--- src/rtl/bcc_pkg.sv ---
package bcc_pkg;
  localparam int STAT_W = 3;
  localparam int NCMD   = 5;

  localparam int CMD_MRD  = 0;
  localparam int CMD_MWR  = 1;
  localparam int CMD_IORD = 2;
  localparam int CMD_IOWR = 3;
  localparam int CMD_INTA = 4;

  typedef enum logic [STAT_W-1:0] {
    ST_INTA = 3'b000,
    ST_IORD = 3'b001,
    ST_IOWR = 3'b010,
    ST_HALT = 3'b011,
    ST_CODE = 3'b100,
    ST_MRD  = 3'b101,
    ST_MWR  = 3'b110,
    ST_PASV = 3'b111
  } stat_e;

  typedef enum logic [1:0] {PH_IDLE, PH_ADDR, PH_CMD} phase_e;

  // one-hot command vector for a captured status code
  function automatic logic [NCMD-1:0] cmd_onehot(stat_e s);
    logic [NCMD-1:0] v;
    v = '0;
    case (s)
      ST_INTA:         v[CMD_INTA] = 1'b1;
      ST_IORD:         v[CMD_IORD] = 1'b1;
      ST_IOWR:         v[CMD_IOWR] = 1'b1;
      ST_CODE, ST_MRD: v[CMD_MRD]  = 1'b1;
      ST_MWR:          v[CMD_MWR]  = 1'b1;
      default:         v = '0;
    endcase
    return v;
  endfunction

  function automatic logic is_write(stat_e s);
    return (s == ST_IOWR) || (s == ST_MWR);
  endfunction
endpackage

--- src/rtl/bcc_seq.sv ---
module bcc_seq
  import bcc_pkg::*;
(
  input  logic              clk,
  input  logic              rst_n,
  input  logic [STAT_W-1:0] stat_i,
  output phase_e            phase_o,
  output stat_e             code_o,
  output logic              cyc_start_o,
  output logic              cyc_end_o
);
  phase_e phase_q;
  stat_e  code_q;
  logic   passive;

  assign passive     = (stat_i == ST_PASV);
  assign cyc_start_o = (phase_q == PH_IDLE) && !passive;
  assign cyc_end_o   = (phase_q != PH_IDLE) && passive;

  always_ff @(posedge clk) begin
    if (!rst_n) begin
      phase_q <= PH_IDLE;
      code_q  <= ST_PASV;
    end else begin
      case (phase_q)
        PH_IDLE: if (cyc_start_o) begin
          phase_q <= PH_ADDR;
          code_q  <= stat_e'(stat_i);
        end
        PH_ADDR: phase_q <= passive ? PH_IDLE : PH_CMD;
        PH_CMD:  if (passive) phase_q <= PH_IDLE;
        default: phase_q <= PH_IDLE;
      endcase
    end
  end

  assign phase_o = phase_q;
  assign code_o  = code_q;
endmodule

--- src/rtl/bcc_strobe_dec.sv ---
module bcc_strobe_dec
  import bcc_pkg::*;
(
  input  phase_e          phase_i,
  input  stat_e           code_i,
  output logic [NCMD-1:0] strobe_n_o,
  output logic            ale_o,
  output logic            den_o,
  output logic            dt_r_o
);
  logic [NCMD-1:0] cmd_oh;

  assign cmd_oh = (phase_i == PH_CMD) ? cmd_onehot(code_i) : '0;

  for (genvar g = 0; g < NCMD; g++) begin : g_strobe
    assign strobe_n_o[g] = ~cmd_oh[g];
  end

  assign ale_o  = (phase_i == PH_ADDR);
  assign den_o  = |cmd_oh;
  assign dt_r_o = (phase_i != PH_IDLE) && is_write(code_i);
endmodule

--- src/rtl/bus_cmd_ctrl.sv ---
module bus_cmd_ctrl
  import bcc_pkg::*;
(
  input  logic              clk,
  input  logic              rst_n,
  input  logic [STAT_W-1:0] stat_i,
  output logic              ale_o,
  output logic              den_o,
  output logic              dt_r_o,
  output logic              mrd_n_o,
  output logic              mwr_n_o,
  output logic              iord_n_o,
  output logic              iowr_n_o,
  output logic              inta_n_o
);
  phase_e          phase;
  stat_e           code;
  logic            cyc_start;
  logic            cyc_end;
  logic [NCMD-1:0] strobe_n;

  bcc_seq u_seq (
    .clk        (clk),
    .rst_n      (rst_n),
    .stat_i     (stat_i),
    .phase_o    (phase),
    .code_o     (code),
    .cyc_start_o(cyc_start),
    .cyc_end_o  (cyc_end)
  );

  bcc_strobe_dec u_dec (
    .phase_i   (phase),
    .code_i    (code),
    .strobe_n_o(strobe_n),
    .ale_o     (ale_o),
    .den_o     (den_o),
    .dt_r_o    (dt_r_o)
  );

  assign mrd_n_o  = strobe_n[CMD_MRD];
  assign mwr_n_o  = strobe_n[CMD_MWR];
  assign iord_n_o = strobe_n[CMD_IORD];
  assign iowr_n_o = strobe_n[CMD_IOWR];
  assign inta_n_o = strobe_n[CMD_INTA];
endmodule

--- config.mk ---
export PLATFORM = sky130hd
export DESIGN_NAME = bus_cmd_ctrl
export DESIGN_NICKNAME = d
export VERILOG_FILES = /design/src/rtl/bcc_pkg.sv /design/src/rtl/bcc_seq.sv /design/src/rtl/bcc_strobe_dec.sv /design/src/rtl/bus_cmd_ctrl.sv
export SDC_FILE = /design/constraint.sdc
export NUM_CORES = 1
export LEC_CHECK = 0
export BUFFER_PORTS_ARGS = -buffer_cell sky130_fd_sc_hd__buf_4
export CAP_MARGIN = 5
export CORE_AREA = 2 2 39 41
export CTS_CLUSTER_SIZE = 14
export DETAILED_ROUTE_END_ITERATION = 8
export DIE_AREA = 0 0 41 43
export GPL_TIMING_DRIVEN = 0
export PLACE_DENSITY = 0.44
export SKIP_CTS_REPAIR_TIMING = 1
export SLEW_MARGIN = 20
export SYNTH_ARGS = -nofsm -noshare
export SYNTH_HDL_FRONTEND = slang
export SYNTH_SLANG_ARGS = --single-unit
--- constraint.sdc ---
create_clock -name clk -period 1.1 [get_ports clk]
set_input_delay 0.22 -clock clk [delete_from_list [all_inputs] [get_ports clk]]
set_output_delay 0.22 -clock clk [all_outputs]
set_load 0.01 [all_outputs]
==> out/metrics.csv, run 1 <==
metric,value,unit
avgSynthCellArea,8.68,sq um
final_max_slew_viol_count,0,
grt_usage,0.0967,
grt-ovfl-total,0,
violations,negative setup slack,
synth-simple-area-share,0.390,
synth_nets,39,
critPathRequiredTime,880,ps
synth_compound_area_frac,0.169,
drc,0,
slowest_delay,500,ps
via_count,351,
synth_top_area_cell,dfxtp_1,
dp_hpwl,528,um
grt_pass1_wl,1180,um
dpl_cell_area,410,sq um
ys_types,21,
wire_per_inst,11.8,um
hold_class,in -> reg,
grt_antenna_before_repair,0,
portBuffers,12,
dp_worst_setup_slack,-155,ps
cellPowerDensity,1270,nW/um^2
row_count,14,
fin_ws,-393,ps
drive_gt1_frac,0.707,
core_area,1380,sq um
fmax,670,MHz
die-area,1760,sq um
diodes,0,
crit_type,reg -> out,
hold_viol_final,0,
synthAdderAreaFrac,0,
cp.arrival,1270,ps
ys_ff_latch,5,
worst_pin_slew,221,ps
p_leak,0.270,nW
grt_max_degree,11,
syn2layout_area_growth,99.6,%
syn-instance-count,34,
cts_buffer_depth,2,
globalplace.congestion,0.670,
cts_tree,built,
synth-seq-area-share,0.339,
design_area,589,sq um
end_kind,output port,
muxShareOfSynthArea,0,
ys_top_cells_by_area,"dfxtp_1, a211o_1, nor4b_1",
die_y,43,um
clk_pin_slew,40,ps
htree_levels,1,
first_pass_iters,4,
die_w,41,um
clk_latency,240,ps
grt_pass1_vias,296,
root_buffer,clkbuf_4,
num_io_pins,13,
slowest_stage,or4_4,
vdd_ir_drop_max,0.000621,V
fin_worst_skew,2.54,ps
synth_area,295,sq um
synth-xor-area-share,0.0297,
startpoint_type,register,
final.setup.tns,-1890,ps
rsz0062_at_grt,yes,
maxCapViolations,0,
initial_core_util,0.213,
cts_buffers,3,
clock_sinks,5,
drt-total-wl,874,um
hold_ws,224,ps
yosysWarnings,0,
ant_nets,0,
relSlewSlack,0.852,
post-route-min-period,1490,ps
dr.first_iter.drc_count,11,
synth_top_area_share,0.339,
via_per_inst,4.74,
final-setup-viol-count,8,
path_max_fanout,5,
nets,64,
path_cells,"inv_2, or4_4, buf_6",
synth_top_family_by_area,simple AND/OR/NAND/NOR gates,
status,"complete, but fails checks",
fin_crit_sh,1.36,
## power breakdown
part | internal (W) | switching, W
clock network | 0.000137 | 0.0000741
logic | 0.000176 | 0.000117
registers | 0.000214 | 0.0000292
total | 0.000527 | 0.000221
## synth_stat cells, drive strengths merged
cell,number
or4,2
nor3b,1
nor2b,1
nor4b,3
and3b,1
buf,2
a21oi,1
and3,1
nand2b,1
nor3,1
or3,1
xnor2,1
a211o,3
a31oi,3
dfxtp,5
inv,3
nand2,2
nor2,1
and4bb,1
## metrics by stage
stage / std cells / power, W / util
global placement: 62 / 0.000407 / 0.297
detailed placement: 62 / 0.000404 / 0.297
finish: 74 / 0.000747 / 0.426
CTS: 66 / 0.000616 / 0.316
floorplan: 34 / 0.000342 / -
global route: 74 / 0.000791 / 0.426
## worst paths after layout
| check | start | end | slack, ps | depth (start not counted) |
|---|---|---|---|---|
| worst max-delay path | u_seq.code_o[0] | iord_n_o | -390 | 3 |
| worst min-delay path | rst_n | u_seq.code_o[0] | 220 | 2 |
| worst max register to register | u_seq.phase_o[1] | u_seq.code_o[2] | 0 | 5 |
| worst min register to register | u_seq.code_o[2] | u_seq.code_o[2] | 520 | 2 |
## flip-flops by register name, summed over array words and instances, names as in the netlist
name	count
u_seq.code_o	3
u_seq.phase_o	2
## final cells by class
cell class / count / area, sq um
tap: 16 / 20.0
buffer: 2 / 22.5
fill: 141 / 795
clock buffer: 4 / 26.3
sequential: 5 / 109
timing repair buffer: 20 / 184
multi-input combinational: 24 / 216
inverter: 3 / 11.3
## logic make-up after synthesis
| logic type | count (synthesis) |
|---|---|
| buffers and inverters | 5 |
| DFF | 5 |
| AOI/OAI and AO/OA | 7 |
| and+or+nand+nor | 16 |
| xor gates and xnor gates | 1 |
## metal layers
layer / up-vias / routed length [um] / track usage
li1: 176 / - / -
met1: 153 / 354 / 0.136
met2: 20 / 451 / 0.131
met3: 2 / 55 / 0
met4: 0 / 12 / 0.0800
met5: - / 0 / 0
## worst max-delay path, delay by kind of cell, from the launching register on
family / cells / cell delay [ps]
AND/OR/NAND/NOR: 1 / 500
flip-flops: 1 / 360
buffers and inverters: 2 / 170
## placed cells by master (no fill, tap or decap)
cell type | synthesis | layout
nor4b_2 | 0 | 3
and3b_1 | 1 | 1
nand2_1 | 2 | 2
nand2b_4 | 0 | 1
inv_2 | 1 | 2
nor3_1 | 1 | 1
dfxtp_4 | 0 | 1
buf_6 | 0 | 11
dfxtp_2 | 0 | 4
clkbuf_1 | 0 | 1
inv_1 | 2 | 1
and3_1 | 1 | 1
clkbuf_4 | 0 | 3
or4_4 | 1 | 2
xnor2_1 | 1 | 1
a31oi_1 | 3 | 3
and4bb_2 | 1 | 1
buf_4 | 0 | 11
nor2b_4 | 0 | 1
a21oi_1 | 1 | 1
a211o_1 | 3 | 3
nor3b_2 | 0 | 1
nor2_1 | 1 | 1
or3_1 | 1 | 1
(Power assumes the default switching activity.)
==> run 2: changes to the inputs <==
--- a/config.mk
+++ b/config.mk
@@ -12,7 +12,7 @@
 export DETAILED_ROUTE_END_ITERATION = 8
 export DIE_AREA = 0 0 41 43
 export GPL_TIMING_DRIVEN = 0
-export PLACE_DENSITY = 0.44
+export PLACE_DENSITY = 0.43
 export SKIP_CTS_REPAIR_TIMING = 1
 export SLEW_MARGIN = 20
 export SYNTH_ARGS = -nofsm -noshare
==> constraint.sdc (replaced) <==
create_clock -name clk -period 1.8 [get_ports clk]
set_input_delay 0.36 -clock clk [delete_from_list [all_inputs] [get_ports clk]]
set_output_delay 0.36 -clock clk [all_outputs]
set_load 0.01 [all_outputs]
==> run 2 against run 1 <==
Critical endpoint unchanged. Combinational power is 65% lower. Largest power group is now sequential cells. Via count down 13%. Highest routed layer unchanged. Sequential power down 43%. Critical path depth unchanged. The run now ends clean. Worst hold slack improved by 150 ps.
==> out/metrics.csv, run 2 (synthesis results as in run 1) <==
metric,value,unit,change
status,completed,,
mostFrequentLayoutCell,buf_4,,
die_y,43,um,unchanged
hold_class,in -> reg,,
ff2ff_setup_slack,810,ps,+810 ps
min_to,u_seq.code_o[0],,
fin_worst_skew,0.0825,ps,-2.46 ps
portBuffers,12,,unchanged
r2r-start,u_seq.phase_o[1],,
end_kind,output port,,
via_count,307,,-13%
dp_hpwl,531,um,+0.55%
vdd_ir_drop_max,0.000289,V,-53%
die-area,1760,sq um,unchanged
worst_pin_slew,279,ps,+58.3 ps
clock_sinks,5,,unchanged
critPathRequiredTime,1440,ps,+560 ps
p_leak,0.200,nW,-26%
htree_levels,1,,unchanged
grt_max_degree,11,,unchanged
root_buffer,clkbuf_4,,
dr.first_iter.drc_count,9,,-2
whs_path_depth,2,,unchanged
clk_pin_slew,40,ps,about the same
hold_ws,373,ps,+149 ps
syn2layout_area_growth,46.2,%,
ant_nets,0,,unchanged
grt_usage,0.0975,,+0.000811
drc,0,,unchanged
r2r_end,u_seq.code_o[1],,
drt-total-wl,692,um,-21%
hold_viol_final,0,,unchanged
maxCapViolations,0,,unchanged
core_area,1380,sq um,unchanged
cts_buffers,3,,unchanged
largest_reg_flops,3,,unchanged
grt-ovfl-total,0,,unchanged
final.setup.tns,0,ps,+1890 ps
globalplace.congestion,0.672,,+0.34%
finalNonFillerCells,66,,-11%
cp.arrival,1330,ps,+60 ps
relSlewSlack,0.811,,-0.0411
drive_gt1_frac,0.400,,-0.307
nets,56,,-13%
place_inst,62,,unchanged
initial_core_util,0.213,,unchanged
cellPowerDensity,856,nW/um^2,-33%
num_io_pins,13,,unchanged
wire_per_inst,10.5,um,-11%
fin_crit_sh,0.940,,
fmax,591,MHz,
final_cell_mix,"buf_4, dfxtp_1",,
fin_util,0.312,,-0.114
diodes,0,,unchanged
startpoint_type,register,,
reg2reg_depth,3,,-2
cts_buffer_depth,2,,unchanged
row_count,14,,unchanged
grt_antenna_before_repair,0,,unchanged
final_max_slew_viol_count,0,,unchanged
cts_tree,built,,
first_pass_iters,4,,unchanged
post-route-min-period,1690,ps,
rsz0062_at_grt,no,,
via_per_inst,4.65,,-1.9%
grt_pass1_vias,251,,-15%
min_from,rst_n,,
crit_type,reg -> out,,
die_w,41,um,unchanged
clk_latency,240,ps,about the same
final-setup-viol-count,0,,-8
path_max_fanout,5,,unchanged
grt_pass1_wl,1060,um,-9.9%
==> run 2: worst max-delay path by stage <==
stage	from	end	slack (ps)	cells past startpoint
finish	u_seq.code_o[0]	iord_n_o	110	3
global placement	u_seq.code_o[0]	iord_n_o	350	3
floorplan	u_seq.code_o[0]	iord_n_o	520	2
CTS	u_seq.code_o[0]	iord_n_o	100	3
global route	u_seq.code_o[0]	iord_n_o	60	3
detailed placement	u_seq.code_o[0]	iord_n_o	350	3
==> run 2: final cells by class <==
class	instances	area, sq um
Fill cell	149	952
Multi-Input combinational cell	24	174
Sequential cell	5	100
Timing Repair Buffer	12	90.1
Clock buffer	4	26.3
Tap cell	16	20.0
Inverter	3	11.3
Buffer	2	10.0
==> run 2: metrics by stage <==
step / instance area [sq um] / power (W) / worst slack (ps)
2_1_floorplan: 295 / 0.000207 / 523
4_1_cts: 432 / 0.000376 / 95.3
3_5_place_dp: 405 / 0.000245 / 349
3_3_place_gp: 405 / 0.000244 / 355
6_report: 432 / 0.000370 / 108
5_1_grt: 432 / 0.000393 / 55.4
==> run 2: where the power goes <==
group | internal, W | switching, W
registers | 0.000127 | 0.0000120
clock network | 0.0000836 | 0.0000428
logic | 0.0000512 | 0.0000529
total | 0.000262 | 0.000108
==> run 2: critical path: stages (launching register included) <==
cell and delay (ps):
dfxtp_1 390, inv_2 50, or4_4 490, buf_4 160
==> run 2: routing by layer <==
| metal | up-vias | GRT usage | share of wire |
|---|---|---|---|
| met2 | 12 | 0.122 | 0.48 |
| met3 | 2 | 0.0314 | 0.085 |
| met1 | 133 | 0.110 | 0.42 |
| li1 | 160 | - | - |
| met5 | - | 0 | 0 |
| met4 | 0 | 0.120 | 0.014 |
==> run 3: changes to the inputs <==
--- a/config.mk
+++ b/config.mk
@@ -12,7 +12,8 @@
 export DETAILED_ROUTE_END_ITERATION = 8
 export DIE_AREA = 0 0 41 43
 export GPL_TIMING_DRIVEN = 0
-export PLACE_DENSITY = 0.43
+export PLACE_DENSITY = 0.44
+export REMOVE_ABC_BUFFERS = 1
 export SKIP_CTS_REPAIR_TIMING = 1
 export SLEW_MARGIN = 20
 export SYNTH_ARGS = -nofsm -noshare
==> run 3 against run 2 <==
Fmax rose by 0.23%. Cell count down 3.0%. Global-route usage grew 0.89 points. Worst setup slack better by 3.8 ps. First-iteration DRC count decreased by 44%. Sequential share of layout area up 1.0 points. Critical endpoint unchanged. Highest routed layer is now met3.
==> out/metrics.csv, run 3 (synthesis results as in run 1) <==
metric,value,unit,change
cts_tree,built,,
die-area,1760,sq um,unchanged
die_w,41,um,unchanged
drive_gt1_frac,0.438,,+0.0375
finalPower,0.000372,W,+0.74%
fin_util,0.314,,+0.00181
finalNonFillerCells,64,,-3.0%
final-setup-viol-count,0,,unchanged
fin_crit_sh,0.938,,-0.00213
clk_pin_slew,40,ps,about the same
crit_path_start,u_seq.phase_o[0],,
fin_ws,112,ps,+3.84 ps
status,completed,,
portBuffers,12,,unchanged
drc,0,,unchanged
grt_max_degree,12,,+1
final_max_slew_viol_count,0,,unchanged
post-route-min-period,1690,ps,-3.84 ps
final.setup.tns,0,ps,unchanged
die_y,43,um,unchanged
hold_class,in -> reg,,
clock_sinks,5,,unchanged
wire_per_inst,11.0,um,+4.8%
grt-ovfl-total,0,,unchanged
cts_buffers,3,,unchanged
crit_path_end,iord_n_o,,
ant_nets,0,,unchanged
critPathRequiredTime,1440,ps,about the same
core_area,1380,sq um,unchanged
root_buffer,clkbuf_4,,
row_count,14,,unchanged
first_pass_iters,4,,unchanged
r2r_end,u_seq.code_o[0],,
cp.arrival,1330,ps,about the same
vdd_ir_drop_max,0.000350,V,+21%
crit_type,reg -> out,,
r2r-start,u_seq.phase_o[0],,
grt_antenna_before_repair,0,,unchanged
end_kind,output port,,
path_max_fanout,11,,+6
hold_viol_final,0,,unchanged
initial_core_util,0.213,,unchanged
via_count,313,,+2.0%
worst_pin_slew,289,ps,+9.64 ps
dp_worst_setup_slack,186,ps,-163 ps
startpoint_type,register,,
cts_buffer_depth,2,,unchanged
diodes,0,,unchanged
relSlewSlack,0.805,,-0.00652
dr.first_iter.drc_count,5,,-4
fmax,592,MHz,+0.23%
reg2reg_depth,2,,-1
grt_pass1_vias,293,,+17%
p_leak,0.194,nW,-2.7%
drt-total-wl,703,um,+1.6%
globalplace.congestion,0.692,,+3.0%
largest_reg_flops,3,,unchanged
rsz0062_at_grt,no,,
via_per_inst,4.89,,+5.1%
place_inst,60,,-3.2%
clk_latency,240,ps,about the same
maxCapViolations,0,,unchanged
nets,54,,-3.6%
num_io_pins,13,,unchanged
ff2ff_setup_slack,890,ps,+80 ps
htree_levels,1,,unchanged
grt_pass1_wl,1240,um,+17%
fin_worst_skew,3.01,ps,+2.92 ps
dp_hpwl,531,um,+0.11%
syn2layout_area_growth,47.0,%,
cellPowerDensity,857,nW/um^2,+0.16%
grt_usage,0.106,,+0.00894
mostFrequentLayoutCell,buf_4,,
==> run 3: cell count changes in the layout (fill, tap and decap cells not counted), sizes merged <==
cell | previous run | this run
buf | 14 | 12
==> run 3: metrics by stage <==
| stage | area, sq um | hold slack [ps] |
|---|---|---|
| final | 434 | 378 |
| after global routing | 434 | 373 |
| after CTS | 422 | 367 |
| after detailed placement | 395 | 522 |
| after global placement | 395 | 534 |
| after floorplan | 285 | 475 |
==> run 3: area by class of cell <==
cell class	instances	area (sq um)
clock buffers	4	26.3
fillers	153	950
inverters	3	11.3
multi-input cells	24	181
flip-flops and latches	5	105
well taps	16	20.0
repair buffers	12	90.1
==> run 3: where the power goes <==
group / internal (W) / switching (W) / leakage, nW
Clock: 0.0000836 / 0.0000431 / 0.0150
Combinational: 0.0000503 / 0.0000356 / 0.137
Sequential: 0.000129 / 0.0000307 / 0.0425
==> run 3: how the worst min path moves through the flow <==
stage	cells past startpoint	from	slack, ps	endpoint
4_1_cts	2	rst_n	370	u_seq.code_o[1]
6_report	2	rst_n	380	u_seq.code_o[0]
3_3_place_gp	2	u_seq.code_o[0]	530	u_seq.code_o[0]
5_1_grt	2	rst_n	370	u_seq.code_o[1]
2_1_floorplan	1	rst_n	470	u_seq.code_o[1]
3_5_place_dp	2	u_seq.code_o[0]	520	u_seq.code_o[0]
==> run 3: per-layer routing <==
metal | GRT usage | vias to the layer above | wire, um
met1 | 0.141 | 145 | 353
met4 | 0.100 | 0 | 0
li1 | - | 156 | -
met5 | 0 | - | 0
met3 | 0.0314 | 0 | 43
met2 | 0.128 | 12 | 306
==> run 3: critical path, cell delays in order (launching register included) <==
cell      delay, ps
dfxtp_2         370
nand2b_4        170
or4_4           400
buf_4           150
